**src/rtl/fxs_pkg.sv**
```systemverilog
package fxs_pkg;

  localparam int unsigned EA_W = 6;

  typedef enum logic {
    SEQ_IDLE = 1'b0,
    SEQ_RUN  = 1'b1
  } seq_state_e;

  // addressing-mode groups that the legality check decodes (ea_code[5:3])
  localparam logic [2:0] EA_GRP_AREG    = 3'd1;
  localparam logic [2:0] EA_GRP_POSTINC = 3'd3;
  localparam logic [2:0] EA_GRP_PREDEC  = 3'd4;
  localparam logic [2:0] EA_GRP_EXT     = 3'd7;
  // register-field limits inside the extended group
  localparam logic [2:0] EXT_STORE_LIM  = 3'd2;  // pc-relative and above
  localparam logic [2:0] EXT_LOAD_LIM   = 3'd4;  // immediate and above

endpackage

```
**src/rtl/fxs_mode_check.sv**
```systemverilog
module fxs_mode_check
  import fxs_pkg::*;
(
  input  logic [EA_W-1:0] code,
  input  logic            to_mem,
  output logic            bad_mode,
  output logic            is_predec
);

  logic [2:0] grp;
  logic [2:0] sub;
  logic       reg_direct;
  logic       store_bad;
  logic       load_bad;

  assign grp        = code[5:3];
  assign sub        = code[2:0];
  assign reg_direct = (grp <= EA_GRP_AREG);
  assign is_predec  = (grp == EA_GRP_PREDEC);

  always_comb begin
    store_bad = (grp == EA_GRP_POSTINC) ||
                ((grp == EA_GRP_EXT) && (sub >= EXT_STORE_LIM));
    load_bad  = (grp == EA_GRP_PREDEC) ||
                ((grp == EA_GRP_EXT) && (sub >= EXT_LOAD_LIM));
    bad_mode  = reg_direct || (to_mem ? store_bad : load_bad);
  end

endmodule

```
**src/rtl/fxs_pick.sv**
```systemverilog
module fxs_pick #(
  parameter int unsigned N     = 8,
  parameter int unsigned IDX_W = $clog2(N)
) (
  input  logic [N-1:0]     req,
  output logic             found,
  output logic [IDX_W-1:0] idx
);

  assign found = |req;

  // lowest set bit wins
  always_comb begin
    idx = '0;
    for (int i = N - 1; i >= 0; i--) begin
      if (req[i]) idx = IDX_W'(i);
    end
  end

endmodule

```
**src/rtl/fxs_regfile.sv**
```systemverilog
module fxs_regfile #(
  parameter int unsigned NREG   = 8,
  parameter int unsigned WORDS  = 3,
  parameter int unsigned WORD_W = 32,
  parameter int unsigned IDX_W  = 3,
  parameter int unsigned CNT_W  = 2
) (
  input  logic              clk,
  input  logic              rst_n,
  input  logic              we,
  input  logic [IDX_W-1:0]  wr_reg,
  input  logic [CNT_W-1:0]  wr_word,
  input  logic [WORD_W-1:0] wr_data,
  input  logic [IDX_W-1:0]  rd_reg,
  input  logic [CNT_W-1:0]  rd_word,
  output logic [WORD_W-1:0] rd_data
);

  logic [WORD_W-1:0] rd_bank [NREG];

  for (genvar r = 0; r < NREG; r++) begin : g_reg
    logic [WORD_W-1:0] words_q [WORDS];

    always_ff @(posedge clk or negedge rst_n) begin
      if (!rst_n) begin
        for (int w = 0; w < WORDS; w++) words_q[w] <= '0;
      end else if (we && (wr_reg == IDX_W'(r))) begin
        words_q[wr_word] <= wr_data;
      end
    end

    assign rd_bank[r] = words_q[rd_word];
  end

  assign rd_data = rd_bank[rd_reg];

endmodule

```
**src/rtl/fpr_xfer_seq.sv**
```systemverilog
module fpr_xfer_seq
  import fxs_pkg::*;
#(
  parameter int unsigned NREG   = 8,
  parameter int unsigned WORDS  = 3,
  parameter int unsigned WORD_W = 32,
  parameter int unsigned ADDR_W = 32,
  parameter int unsigned GPR_W  = 32
) (
  input  logic              clk,
  input  logic              rst_n,
  input  logic              start,
  input  logic              to_mem,
  input  logic              list_dyn,
  input  logic [NREG-1:0]   list_static,
  input  logic [GPR_W-1:0]  list_gpr,
  input  logic [EA_W-1:0]   ea_code,
  input  logic [ADDR_W-1:0] base_addr,
  output logic              beat_valid,
  input  logic              beat_ready,
  output logic              beat_write,
  output logic [ADDR_W-1:0] beat_addr,
  output logic [WORD_W-1:0] beat_wdata,
  input  logic [WORD_W-1:0] beat_rdata,
  input  logic              beat_fault,
  output logic              illegal,
  output logic              done
);

  localparam int unsigned IDX_W = $clog2(NREG);
  localparam int unsigned CNT_W = (WORDS > 1) ? $clog2(WORDS) : 1;
  localparam logic [ADDR_W-1:0] STEP = ADDR_W'(WORD_W / 8);
  localparam logic [CNT_W-1:0]  LAST_CNT = CNT_W'(WORDS - 1);
  localparam logic [IDX_W-1:0]  TOP_IDX  = IDX_W'(NREG - 1);

  // ---------------- list selection and visit-order mask ----------------
  logic [NREG-1:0] list_sel;
  logic [NREG-1:0] vis_mask;
  logic            gpr_hi_unused;

  assign list_sel      = list_dyn ? list_gpr[NREG-1:0] : list_static;
  assign gpr_hi_unused = ^list_gpr[GPR_W-1:NREG];

  // visit slot i always consumes mask bit NREG-1-i
  for (genvar i = 0; i < NREG; i++) begin : g_vis
    assign vis_mask[i] = list_sel[NREG-1-i];
  end

  // ---------------- mode legality ----------------
  logic mode_bad;
  logic mode_predec;

  fxs_mode_check u_mode (
    .code      (ea_code),
    .to_mem    (to_mem),
    .bad_mode  (mode_bad),
    .is_predec (mode_predec)
  );

  // ---------------- sequencing state ----------------
  seq_state_e        state_q;
  logic [NREG-1:0]   pend_q;
  logic              predec_q;
  logic              store_q;
  logic [ADDR_W-1:0] addr_q;
  logic [CNT_W-1:0]  cnt_q;
  logic              done_q;
  logic              illegal_q;

  logic              pend_found;
  logic [IDX_W-1:0]  vis_idx;

  fxs_pick #(.N(NREG), .IDX_W(IDX_W)) u_pick (
    .req   (pend_q),
    .found (pend_found),
    .idx   (vis_idx)
  );

  logic [IDX_W-1:0]  cur_reg;
  logic [CNT_W-1:0]  cur_word;
  logic              hs;
  logic              last_word;
  logic [NREG-1:0]   pend_after;
  logic              finish;
  logic              accept_start;
  logic [WORD_W-1:0] rf_rdata;

  assign cur_reg    = predec_q ? (TOP_IDX - vis_idx) : vis_idx;
  assign cur_word   = predec_q ? (LAST_CNT - cnt_q) : cnt_q;
  assign beat_valid = (state_q == SEQ_RUN) && pend_found;
  assign hs         = beat_valid && beat_ready;
  assign last_word  = (cnt_q == LAST_CNT);

  always_comb begin
    pend_after = pend_q;
    if (last_word) pend_after[vis_idx] = 1'b0;
  end

  assign finish       = hs && (beat_fault || (last_word && (pend_after == '0)));
  assign accept_start = (state_q == SEQ_IDLE) && start;

  always_ff @(posedge clk or negedge rst_n) begin
    if (!rst_n) begin
      state_q   <= SEQ_IDLE;
      pend_q    <= '0;
      predec_q  <= 1'b0;
      store_q   <= 1'b0;
      addr_q    <= '0;
      cnt_q     <= '0;
      done_q    <= 1'b0;
      illegal_q <= 1'b0;
    end else begin
      done_q    <= 1'b0;
      illegal_q <= 1'b0;
      if (accept_start) begin
        if (mode_bad) begin
          illegal_q <= 1'b1;
          done_q    <= 1'b1;
        end else if (vis_mask == '0) begin
          done_q <= 1'b1;
        end else begin
          state_q  <= SEQ_RUN;
          pend_q   <= vis_mask;
          predec_q <= mode_predec;
          store_q  <= to_mem;
          addr_q   <= mode_predec ? (base_addr - STEP) : base_addr;
          cnt_q    <= '0;
        end
      end else if (hs) begin
        if (finish) begin
          state_q <= SEQ_IDLE;
          pend_q  <= '0;
          cnt_q   <= '0;
          done_q  <= 1'b1;
        end else begin
          addr_q <= predec_q ? (addr_q - STEP) : (addr_q + STEP);
          pend_q <= pend_after;
          cnt_q  <= last_word ? '0 : (cnt_q + CNT_W'(1));
        end
      end
    end
  end

  // ---------------- register file ----------------
  fxs_regfile #(
    .NREG(NREG), .WORDS(WORDS), .WORD_W(WORD_W), .IDX_W(IDX_W), .CNT_W(CNT_W)
  ) u_rf (
    .clk     (clk),
    .rst_n   (rst_n),
    .we      (hs && !store_q && !beat_fault),
    .wr_reg  (cur_reg),
    .wr_word (cur_word),
    .wr_data (beat_rdata),
    .rd_reg  (cur_reg),
    .rd_word (cur_word),
    .rd_data (rf_rdata)
  );

  assign beat_write = store_q;
  assign beat_addr  = addr_q;
  assign beat_wdata = store_q ? rf_rdata : '0;
  assign illegal    = illegal_q;
  assign done       = done_q;

  // ---------------- assertions ----------------
  AST_BEAT_HELD: assert property (@(posedge clk) disable iff (!rst_n)
    (beat_valid && !beat_ready) |=> (beat_valid && $stable(beat_addr) &&
                                     $stable(beat_write) && $stable(beat_wdata)));

  AST_ADDR_STEP: assert property (@(posedge clk) disable iff (!rst_n)
    (hs && !beat_fault && !finish) |=>
      (beat_addr == ($past(predec_q) ? ($past(beat_addr) - STEP)
                                     : ($past(beat_addr) + STEP))));

  AST_FAULT_ENDS: assert property (@(posedge clk) disable iff (!rst_n)
    (beat_valid && beat_ready && beat_fault) |=> (!beat_valid && done));

  AST_DONE_PULSE: assert property (@(posedge clk) disable iff (!rst_n)
    done |=> !done);

  AST_STORE_POSTINC_BAD: assert property (@(posedge clk) disable iff (!rst_n)
    (accept_start && to_mem && (ea_code[5:3] == EA_GRP_POSTINC)) |=> (illegal && done));

  AST_LOAD_PREDEC_BAD: assert property (@(posedge clk) disable iff (!rst_n)
    (accept_start && !to_mem && (ea_code[5:3] == EA_GRP_PREDEC)) |=> (illegal && done));

  AST_ILLEGAL_NO_BEAT: assert property (@(posedge clk) disable iff (!rst_n)
    illegal |-> !beat_valid);

endmodule

```
**config.mk**
```make
export PLATFORM = sky130hd
export DESIGN_NAME = fpr_xfer_seq
export DESIGN_NICKNAME = d
export VERILOG_FILES = /design/src/rtl/fxs_pkg.sv /design/src/rtl/fxs_mode_check.sv /design/src/rtl/fxs_pick.sv /design/src/rtl/fxs_regfile.sv /design/src/rtl/fpr_xfer_seq.sv
export SDC_FILE = /design/constraint.sdc
export NUM_CORES = 1
export LEC_CHECK = 0
export BUFFER_PORTS_ARGS = -buffer_cell sky130_fd_sc_hd__buf_2
export CELL_PAD_IN_SITES_DETAIL_PLACEMENT = 0
export CELL_PAD_IN_SITES_GLOBAL_PLACEMENT = 1
export CORE_UTILIZATION = 56
export DETAILED_ROUTE_END_ITERATION = 8
export GPL_ROUTABILITY_DRIVEN = 1
export PLACE_DENSITY = 0.89
export SYNTH_ARGS = -nofsm -noshare
export SYNTH_HDL_FRONTEND = slang
export SYNTH_HIERARCHICAL = 1
export SYNTH_SLANG_ARGS = --single-unit
```
**constraint.sdc**
```tcl
create_clock -name clk -period 8.35 [get_ports clk]
set_clock_uncertainty 0.15 [all_clocks]
set_input_delay 0.835 -clock clk [delete_from_list [all_inputs] [get_ports clk]]
set_output_delay 0.835 -clock clk [all_outputs]
set_load 0.01 [all_outputs]
```
; ---- Yosys cells after proc, flatten, opt, wreduce, memory -nomap -nowiden
; Index checks and enable logic that the tools add are counted.
[op_classes]
addsub = 6
multipliers = 0
n_div = 0
order_cmp = 8
n_eq_ne = 14
shift = 0
n_mux = 83
bitwise = 7
n_reduce_logical = 35
[op_table]
columns = op, count
row1 = 32-bit 2-to-1 mux, 27
row2 = 96-bit bitwise mux, 8
row3 = 32-bit binary-select mux with 2-bit select, 8
row4 = 32-bit binary-select mux with 3-bit select, 1
row5 = 32-bit demux with 2-bit select, 1
row6 = 32-bit by 3-bit subtractor with 32-bit output (second input constant), 2
row7 = 8-bit 2-to-1 mux, 7
row8 = 32-bit by 3-bit adder with 32-bit output (second input constant), 1
row9 = 3-bit 2-to-1 mux, 9
row10 = 1-bit logical AND, 19
row11 = 3-bit equality test (second input constant), 6
row12 = 8-bit zero test, 2
row13 = 1-bit 2-to-1 mux, 14
row14 = 2-bit 2-to-1 mux, 7
row15 = 3-bit by 2-bit equality test with 1-bit output (second input constant), 3
row16 = 8-bit bitwise AND, 1
row17 = 8-bit NOT, 1
row18 = 4-bit AND reduction, 2
row19 = 8-bit OR reduction, 1
row20 = 3-bit >= comparator (second input constant), 2
row21 = 3-bit AND reduction, 2
row22 = 4-bit >= comparator (second input constant), 1
row23 = 1-bit logical OR, 4
row24 = 3-bit by 4-bit < comparator with 1-bit output (second input constant), 1
row25 = other kinds (18), 23
[word_totals]
ff_bits = 815
latch_bits = 0
ramBits = 0
mem_bits_ro = 0
inputBits = 117
elab_cells = 185
mem_count = 0

; ---- Longest topological paths before layout
; Gate-level depths: netlist of the first run.
[logic_depth]
ltp_word = 22
mapped_depth = 14

; ---- Hierarchy
; The synthesis of the first run kept the hierarchy.
[by_module_without_submodules]
columns = mod, n_inst, cells_per_inst, area_each_um2, seq_area_each_um2
row1 = fxs_regfile, 1, 2134, 34639.5, 19218.4
row2 = fpr_xfer_seq, 1, 587, 4762.1, 1176.1
row3 = fxs_pick, 1, 13, 81.3, 0.0
row4 = fxs_mode_check, 1, 7, 47.5, 0.0

; ---- Least setup slack after synthesis of the first run
; Ideal clock, no wire load.
[synth_path]
path_type = flip-flop to output port
from = register predec_q
to = output beat_wdata[28]
arrival_time_ns = 3.476
setup_slack_ns = 3.889
stages_incl_launch_ff = 11
cell_sequence = dfrtp_1 clkbuf_1 mux2i_1 buf_2 buf_4 buf_6 buf_2 mux4_2 mux2i_1 o21ai_0 and2_1
[synth_via]
elab_chain_len = 9
elab_cells_between_ends = 32
cone_classes = 30 x mux / 2 x bitwise
[synth_rtl]
columns = element, line_no
row1 = from (decl), fpr_xfer_seq.sv:63  ; logic predec_q;
row2 = from (signal assigned), fpr_xfer_seq.sv:124  ; predec_q <= mode_predec;
row3 = 2-bit 2-to-1 mux *, fpr_xfer_seq.sv:89  ; assign cur_word = predec_q ? (LAST_CNT - cnt_q) : cnt_q;
row4 = net cur_word[1], fpr_xfer_seq.sv:80  ; logic [CNT_W-1:0] cur_word;
row5 = 2-bit NOT with 3-bit output (implied by the code) *, fxs_regfile.sv:32  ; assign rd_bank[r] = words_q[rd_word];
row6 = 32-bit binary-select mux with 2-bit select, fxs_regfile.sv:32
row7 = 32-bit 2-to-1 mux (implied by the code) (2 in a row), fxs_regfile.sv:32
row8 = 32-bit binary-select mux with 3-bit select *, fxs_regfile.sv:35  ; assign rd_data = rd_bank[rd_reg];
row9 = 32-bit 2-to-1 mux (implied by the code) * (2 in a row), fxs_regfile.sv:35
row10 = net rf_rdata[28], fpr_xfer_seq.sv:86  ; logic [WORD_W-1:0] rf_rdata;
row11 = 32-bit 2-to-1 mux *, fpr_xfer_seq.sv:161  ; assign beat_wdata = store_q ? rf_rdata : '0;
row12 = to (decl), fpr_xfer_seq.sv:23  ; output logic [WORD_W-1:0] beat_wdata,
; The timed path passes the listed nets; every way through them passes the cells marked *. The select of a mux whose other input is x is not followed.

; ---- Worst setup path after layout of the first run
[layout_path]
from = register cnt_q[0]
to = output beat_wdata[19]
[layout_via]
elab_chain_len = 10
elab_cells_between_ends = 31
cone_classes = 1 x add/sub / 29 x mux / 1 x bitwise
[layout_rtl]
columns = element, line_no
row1 = from (decl), fpr_xfer_seq.sv:66  ; logic [CNT_W-1:0] cnt_q;
row2 = from (signal assigned), fpr_xfer_seq.sv:138  ; cnt_q <= last_word ? '0 : (cnt_q + CNT_W'(1));
row3 = 2-bit subtractor *, fpr_xfer_seq.sv:89
row4 = 2-bit 2-to-1 mux *, fpr_xfer_seq.sv:89
row5 = net cur_word[1], fpr_xfer_seq.sv:80
row6 = 2-bit NOT with 3-bit output (implied by the code) *, fxs_regfile.sv:32
row7 = 32-bit binary-select mux with 2-bit select, fxs_regfile.sv:32
row8 = 32-bit 2-to-1 mux (implied by the code) (2 in a row), fxs_regfile.sv:32
row9 = 32-bit binary-select mux with 3-bit select *, fxs_regfile.sv:35
row10 = 32-bit 2-to-1 mux (implied by the code) * (2 in a row), fxs_regfile.sv:35
row11 = net rf_rdata[19], fpr_xfer_seq.sv:86
row12 = 32-bit 2-to-1 mux *, fpr_xfer_seq.sv:161
; Marked as above.

==> impl_metrics.env, run 1 <==
export IMPL_min_path_type="input port to async pin"
export IMPL_grt_use_total_pct=27.7
export IMPL_grt_pass1_wl_um=151000
export IMPL_htreeDepth=3
export IMPL_io_pins=185
export IMPL_drv_cap=0
export IMPL_dieArea_sq_um=71700
export IMPL_path_max_fanout=58
export IMPL_cts_resized=0
export IMPL_yosysUniqueCellTypes=82
export IMPL_coreArea_sq_um=69900
export IMPL_total_power_mw=15.9
export IMPL_grt_start_max_net_pins=202
export IMPL_num_vias=23900
export IMPL_drt_iter0_drc=1665
export IMPL_grt_ovfl_total=0
export IMPL_tritoncts="yes"
export IMPL_pre_cts_ws_ns=3.00
export IMPL_drive_gt1_share_pct=46.5
export IMPL_p_seq_share_pct=36.9
export IMPL_cpMostUsedCell="buf_4"
export IMPL_grt_antenna_before_repair=7
export IMPL_ant_nets=0
export IMPL_cts_sinks=815
export IMPL_die_w_um=268
export IMPL_holdBufCountCts=0
export IMPL_routed_via_density=6.26
export IMPL_cts_reportedPaths_clkPinSlew_ns=0.06
export IMPL_synth_edf_count=0
export IMPL_port_buffers=159
export IMPL_period_needed_ns=5.97
export IMPL_wl_per_cell_um=25.3
export IMPL_whs_ns=0.0897
export IMPL_synth_async_sr_flop_share_pct=100
export IMPL_p_per_area_nw_per_um2=361
export IMPL_timing_slew_headroom_pct=18.7
export IMPL_wl_um=96500
export IMPL_grt_pass1_vias=25900
export IMPL_cp_start_kind="flop"
export IMPL_synth_nets=2891
export IMPL_placed_cells=3654
export IMPL_clkPwrFrac_pct=24.3
export IMPL_internal_power_mw=10.5
export IMPL_die_h_um=268
export IMPL_leakagePower_nw=21.1
export IMPL_cp_end_kind="primary output"
export IMPL_synth_ff_type="dfrtp_1"
export IMPL_synth_warnings=6
export IMPL_root_buffer="clkbuf_16"
export IMPL_rsz0062_at_grt="false"
export IMPL_peakVddDrop_v=0.000806
export IMPL_status="finished clean"
export IMPL_layout_commonest_cell="dfrtp_1"
export IMPL_setup_violations=0
export IMPL_synth_seq_cells=815
export IMPL_cp_slowest_cell="buf_4"
export IMPL_cts_buffers=85
export IMPL_hpwl_um=55800
export IMPL_gp_congestion=0.812
export IMPL_placementRows=97
export IMPL_power_frac_comb_pct=38.7
export IMPL_worstMarginPinSlew_ns=1.21
export IMPL_fin_ws_ns=2.38
export IMPL_fillCellCount=5075
export IMPL_finalCritPeriodShare_pct=71.5
export IMPL_crit_chain="inv_1 > ha_1 > mux2i_4 > buf_12 > buf_4 > nor3b_4 > buf_4 > a22o_1 > a21oi_1 > o21ai_0 > and2_1 > buf_2"
export IMPL_clock_fmax_mhz=167
export IMPL_finalHoldViolCount=0
export IMPL_yosysSeqAreaShare_pct=51.6
export IMPL_p_sw_mw=5.42
export IMPL_worst_path_largest_cell_delay_ns=0.79
export IMPL_avgSynthCellArea_sq_um=14.4
export IMPL_worst_setup_path_type="flop to primary output"
export IMPL_report_final_slew_viol_count=0
export IMPL_areaGrowthSynthToFinish_pct=11.2
export IMPL_crit_arrival_ns=4.99
export IMPL_start_util_pct=56.5
export IMPL_clock_path_buffers=3
export IMPL_final_net_count=2951
export IMPL_crit_required_ns=7.36
export IMPL_clock_latency_ns=0.63
export IMPL_fin_cells=3812
export IMPL_post_cts_setup_buffers=0
export IMPL_fin_setup_tns_ns=0
export IMPL_synthesis_area_sq_um=39500
export IMPL_swShare_pct=34.1
export IMPL_remaining_drc_errors=0
export IMPL_mostFrequentLayoutCells="814 x dfrtp_1, 732 x mux2_2, 192 x mux4_2, 158 x buf_2, 96 x a21oi_1"
export IMPL_firstDrtPassIters=5
export IMPL_synth_cells=2741
[routing by layer]
layer	up-vias	track usage (%)	wire [um]
met2	570	46.7	48600
met5	-	0	14
met4	2	9.76	3110
met1	12800	36.6	40000
met3	196	4.29	4720
li1	10300	-	-
[stage by stage]
step           cell area, sq um  util [%]
6_report                  43900      62.9
5_1_grt                   43900      62.9
4_1_cts                   43900      62.9
3_5_place_dp              41100      58.7
3_3_place_gp              41100      58.7
2_1_floorplan             39500         -
[cells in the mapped netlist, drive strengths merged (12+ instances only)]
library cell    n  area, sq um
and2           36          225
clkbuf        104          390
nor2           45          185
ha             32          400
inv            16         60.1
a21o           14          105
dfrtp         815        20400
nand2          73          294
mux2i          42          420
buf           125          652
nand3          12         60.1
mux2          805         9060
xnor2          31          272
mux4          192         4320
a21oi          98          498
o21ai          94          478
a22o           33          289
xor2           18          158
nor3           21          141
[registers in the layout (all words and copies together) (netlist names)]
signal / cells
beat_addr: 32
illegal: 1
done: 1
predec_q: 1
cnt_q: 2
state_q: 1
u_rf/g.words_q: 768
beat_write: 1
pend_q: 8
[cell families after synthesis]
kind of cell | count (synthesis) | share of synthesized area, %
simple gates | 269 | 3.93
fa+ha+maj | 33 | 1.06
flops | 815 | 51.6
compound gates | 291 | 4.61
mux | 1039 | 34.9
xor+xnor | 49 | 1.09
buf+inv | 245 | 2.79
[power by group through the flow]
stage	clock network [mW]	logic [mW]	registers (mW)
after floorplan	0	4.67	5.67
final	3.86	6.16	5.87
after detailed placement	0	6.16	5.92
after CTS	3.92	6.20	5.86
after global placement	0	5.99	5.77
after global routing	4.08	6.62	6.01
[layout make-up]
type | instances | area, sq um | area share [%]
antenna | 4 | 10.0 | 0.0228
clock buffer | 126 | 2540 | 5.79
clock inverter | 28 | 342 | 0.777
inverter | 16 | 60.1 | 0.137
multi-input combinational | 1681 | 18200 | 41.4
sequential | 815 | 20400 | 46.4
tap | 940 | 1180 | 2.68
timing repair buffer | 202 | 1220 | 2.77
[critical path: cells and delay by family (launching register included)]
family	cells	cell delay, ns
compound gates	3	0.71
fa+ha+maj	1	0.37
mux	1	0.17
buf+inv	5	1.90
flops	1	0.70
simple gates	2	0.39
[final timing paths]
path / start / to / slack, ns / cells after the start
min in group clk: base_addr[0] / beat_addr[0] / 0.30 / 2
worst min register to register: u_rf/g_reg[3].words_q[44] / u_rf/g_reg[3].words_q[44] / 0.34 / 1
worst max register to register: pend_q[6] / u_rf/g_reg[7].words_q[82] / 3.28 / 9
worst min-delay path: rst_n / u_rf/g_reg[0].words_q[90] / 0.09 / 1
max in group asynchronous: rst_n / u_rf/g_reg[3].words_q[18] / 6.23 / 2
worst max-delay path: cnt_q[0] / beat_wdata[19] / 2.38 / 12
Power figures use the tool's default switching activity.
==> inputs of run 2 (changes only) <==
--- a/config.mk
+++ b/config.mk
@@ -8,10 +8,10 @@
 export BUFFER_PORTS_ARGS = -buffer_cell sky130_fd_sc_hd__buf_2
 export CELL_PAD_IN_SITES_DETAIL_PLACEMENT = 0
 export CELL_PAD_IN_SITES_GLOBAL_PLACEMENT = 1
-export CORE_UTILIZATION = 56
+export CORE_UTILIZATION = 52
 export DETAILED_ROUTE_END_ITERATION = 8
 export GPL_ROUTABILITY_DRIVEN = 1
-export PLACE_DENSITY = 0.89
+export PLACE_DENSITY = 0.84
 export SYNTH_ARGS = -nofsm -noshare
 export SYNTH_HDL_FRONTEND = slang
 export SYNTH_HIERARCHICAL = 1
==> constraint.sdc (replaced) <==
create_clock -name clk -period 6.1 [get_ports clk]
set_clock_uncertainty 0.15 [all_clocks]
set_input_delay 0.61 -clock clk [delete_from_list [all_inputs] [get_ports clk]]
set_output_delay 0.61 -clock clk [all_outputs]
set_load 0.01 [all_outputs]
==> impl_metrics.env, run 2 (synthesis gave the netlist of run 1 again) <==
export IMPL_finalCritPeriodShare_pct=88.8
export IMPL_firstDrtPassIters=4
export IMPL_ant_nets=0
export IMPL_tritoncts="yes"
export IMPL_internal_power_mw=14.7
export IMPL_crit_required_ns=5.34
export IMPL_largest_register="u_rf/g.words_q"
export IMPL_p_seq_share_pct=36.1
export IMPL_remaining_drc_errors=0
export IMPL_crit_arrival_ns=4.66
export IMPL_grt_start_max_net_pins=146
export IMPL_register_area_sq_um=20400
export IMPL_htreeDepth=3
export IMPL_multiInputGateArea_sq_um=18200
export IMPL_whs_ns=0.0482
export IMPL_grt_pass1_vias=25700
export IMPL_cts_sinks=815
export IMPL_routed_via_density=6.16
export IMPL_post_cts_setup_buffers=0
export IMPL_dieArea_sq_um=77100
export IMPL_die_h_um=278
export IMPL_largest_reg_flops=768
export IMPL_layout_commonest_cell="dfrtp_1"
export IMPL_finalHoldViolCount=0
export IMPL_path_max_fanout=74
export IMPL_peakVddDrop_v=0.000401
export IMPL_grt_antenna_before_repair=4
export IMPL_gp_congestion=0.833
export IMPL_start_util_pct=52.8
export IMPL_p_sw_mw=7.54
export IMPL_die_w_um=278
export IMPL_period_needed_ns=5.42
export IMPL_cp_end_kind="primary output"
export IMPL_cp_start_kind="flop"
export IMPL_cts_buffers=87
export IMPL_clock_latency_ns=0.65
export IMPL_areaGrowthSynthToFinish_pct=12.2
export IMPL_clock_path_buffers=3
export IMPL_mostFrequentLayoutCells="813 x dfrtp_1, 732 x mux2_2, 192 x mux4_2, 158 x buf_2, 96 x a21oi_1"
export IMPL_fin_setup_tns_ns=0
export IMPL_total_power_mw=22.2
export IMPL_status="finished clean"
export IMPL_grt_use_total_pct=25.6
export IMPL_leakagePower_nw=21.3
export IMPL_min_path_type="input port to flop"
export IMPL_fin_cells=3862
export IMPL_rsz0062_at_grt="false"
export IMPL_setup_violations=0
export IMPL_holdBufCountCts=1
export IMPL_wl_um=97100
export IMPL_swShare_pct=34.0
export IMPL_report_final_slew_viol_count=0
export IMPL_io_pins=185
export IMPL_power_frac_comb_pct=38.8
export IMPL_cts_reportedPaths_clkPinSlew_ns=0.06
export IMPL_fin_ws_ns=0.684
export IMPL_clock_fmax_mhz=185
export IMPL_port_buffers=159
export IMPL_placed_cells=3703
export IMPL_cts_resized=0
export IMPL_worst_setup_path_type="flop to primary output"
export IMPL_grt_ovfl_total=0
export IMPL_worstMarginPinSlew_ns=1.16
export IMPL_num_vias=23800
export IMPL_p_per_area_nw_per_um2=500
export IMPL_hpwl_um=58800
export IMPL_root_buffer="clkbuf_16"
export IMPL_clkPwrFrac_pct=25.0
export IMPL_coreArea_sq_um=74800
export IMPL_drive_gt1_share_pct=47.0
export IMPL_drv_cap=0
export IMPL_final_net_count=2974
export IMPL_grt_pass1_wl_um=152000
export IMPL_timing_slew_headroom_pct=22.6
export IMPL_placementRows=100
export IMPL_fillCellCount=5650
export IMPL_wl_per_cell_um=25.1
export IMPL_drt_iter0_drc=1624
export IMPL_pre_cts_ws_ns=1.40
run 2: cell types whose count changed in the layout (fill, tap and decap cells not counted), sizes merged, moves of 2 or more:
cell / previous run / this run
buf: 202 / 222
clkinv: 22 / 15
bufinv: 5 / 10
clkinvlp: 0 / 4
clkbuf: 126 / 123
inv: 17 / 19
run 2: area by class of cell:
| type | count | area share [%] |
|---|---|---|
| sequential | 815 | 46.0 |
| multi-input combinational | 1681 | 41.0 |
| clock buffer | 123 | 5.71 |
| timing repair buffer | 223 | 3.21 |
| tap | 969 | 2.73 |
| clock inverter | 32 | 1.20 |
| inverter | 16 | 0.135 |
| antenna | 3 | 0.0169 |
run 2: power by group through the flow:
stage	Clock, mW	Combinational, mW	Sequential [mW]
after global placement	0	8.41	7.91
final	5.56	8.62	8.02
after floorplan	0	6.39	7.77
after global routing	5.88	9.24	8.23
after detailed placement	0	8.67	8.10
after CTS	5.67	8.69	8.02
run 2: stage by stage:
step	cell area, sq um	utilization (%)
5_1_grt	44400	59.3
3_5_place_dp	41300	55.2
4_1_cts	44400	59.3
6_report	44400	59.3
2_1_floorplan	39500	-
3_3_place_gp	41300	55.2
run 2: path summary, 6_finish.rpt:
path                                            from                        end  slack, ns  cells after the start
setup / recovery                           pend_q[1]             beat_wdata[19]       0.68                     10
hold / removal                          base_addr[0]               beat_addr[0]       0.05                      2
setup reg to reg                           pend_q[1]              beat_addr[31]       1.48                     12
hold reg to reg            u_rf/g_reg[3].words_q[45]  u_rf/g_reg[3].words_q[45]       0.34                      1
max in group asynchronous                      rst_n  u_rf/g_reg[0].words_q[11]       3.78                      3
min in group asynchronous                      rst_n  u_rf/g_reg[4].words_q[28]       0.43                      2
run 2: worst max-delay path, cell delays in order (launching register included):
cell      delay, ns
dfrtp_1        0.43
nor2_1         0.21
a21boi_1       0.95
xor2_4         0.37
buf_12         0.48
mux4_2         0.40
a22o_1         0.26
a21oi_1        0.14
o21ai_0        0.29
and2_1         0.29
buf_2          0.13
run 2: layer usage:
| metal | routed length (um) | GRT usage [%] |
|---|---|---|
| met1 | 41100 | 33.9 |
| met2 | 49800 | 43.8 |
| met3 | 3300 | 3.46 |
| met4 | 2870 | 8.32 |
| met5 | 11 | 0 |
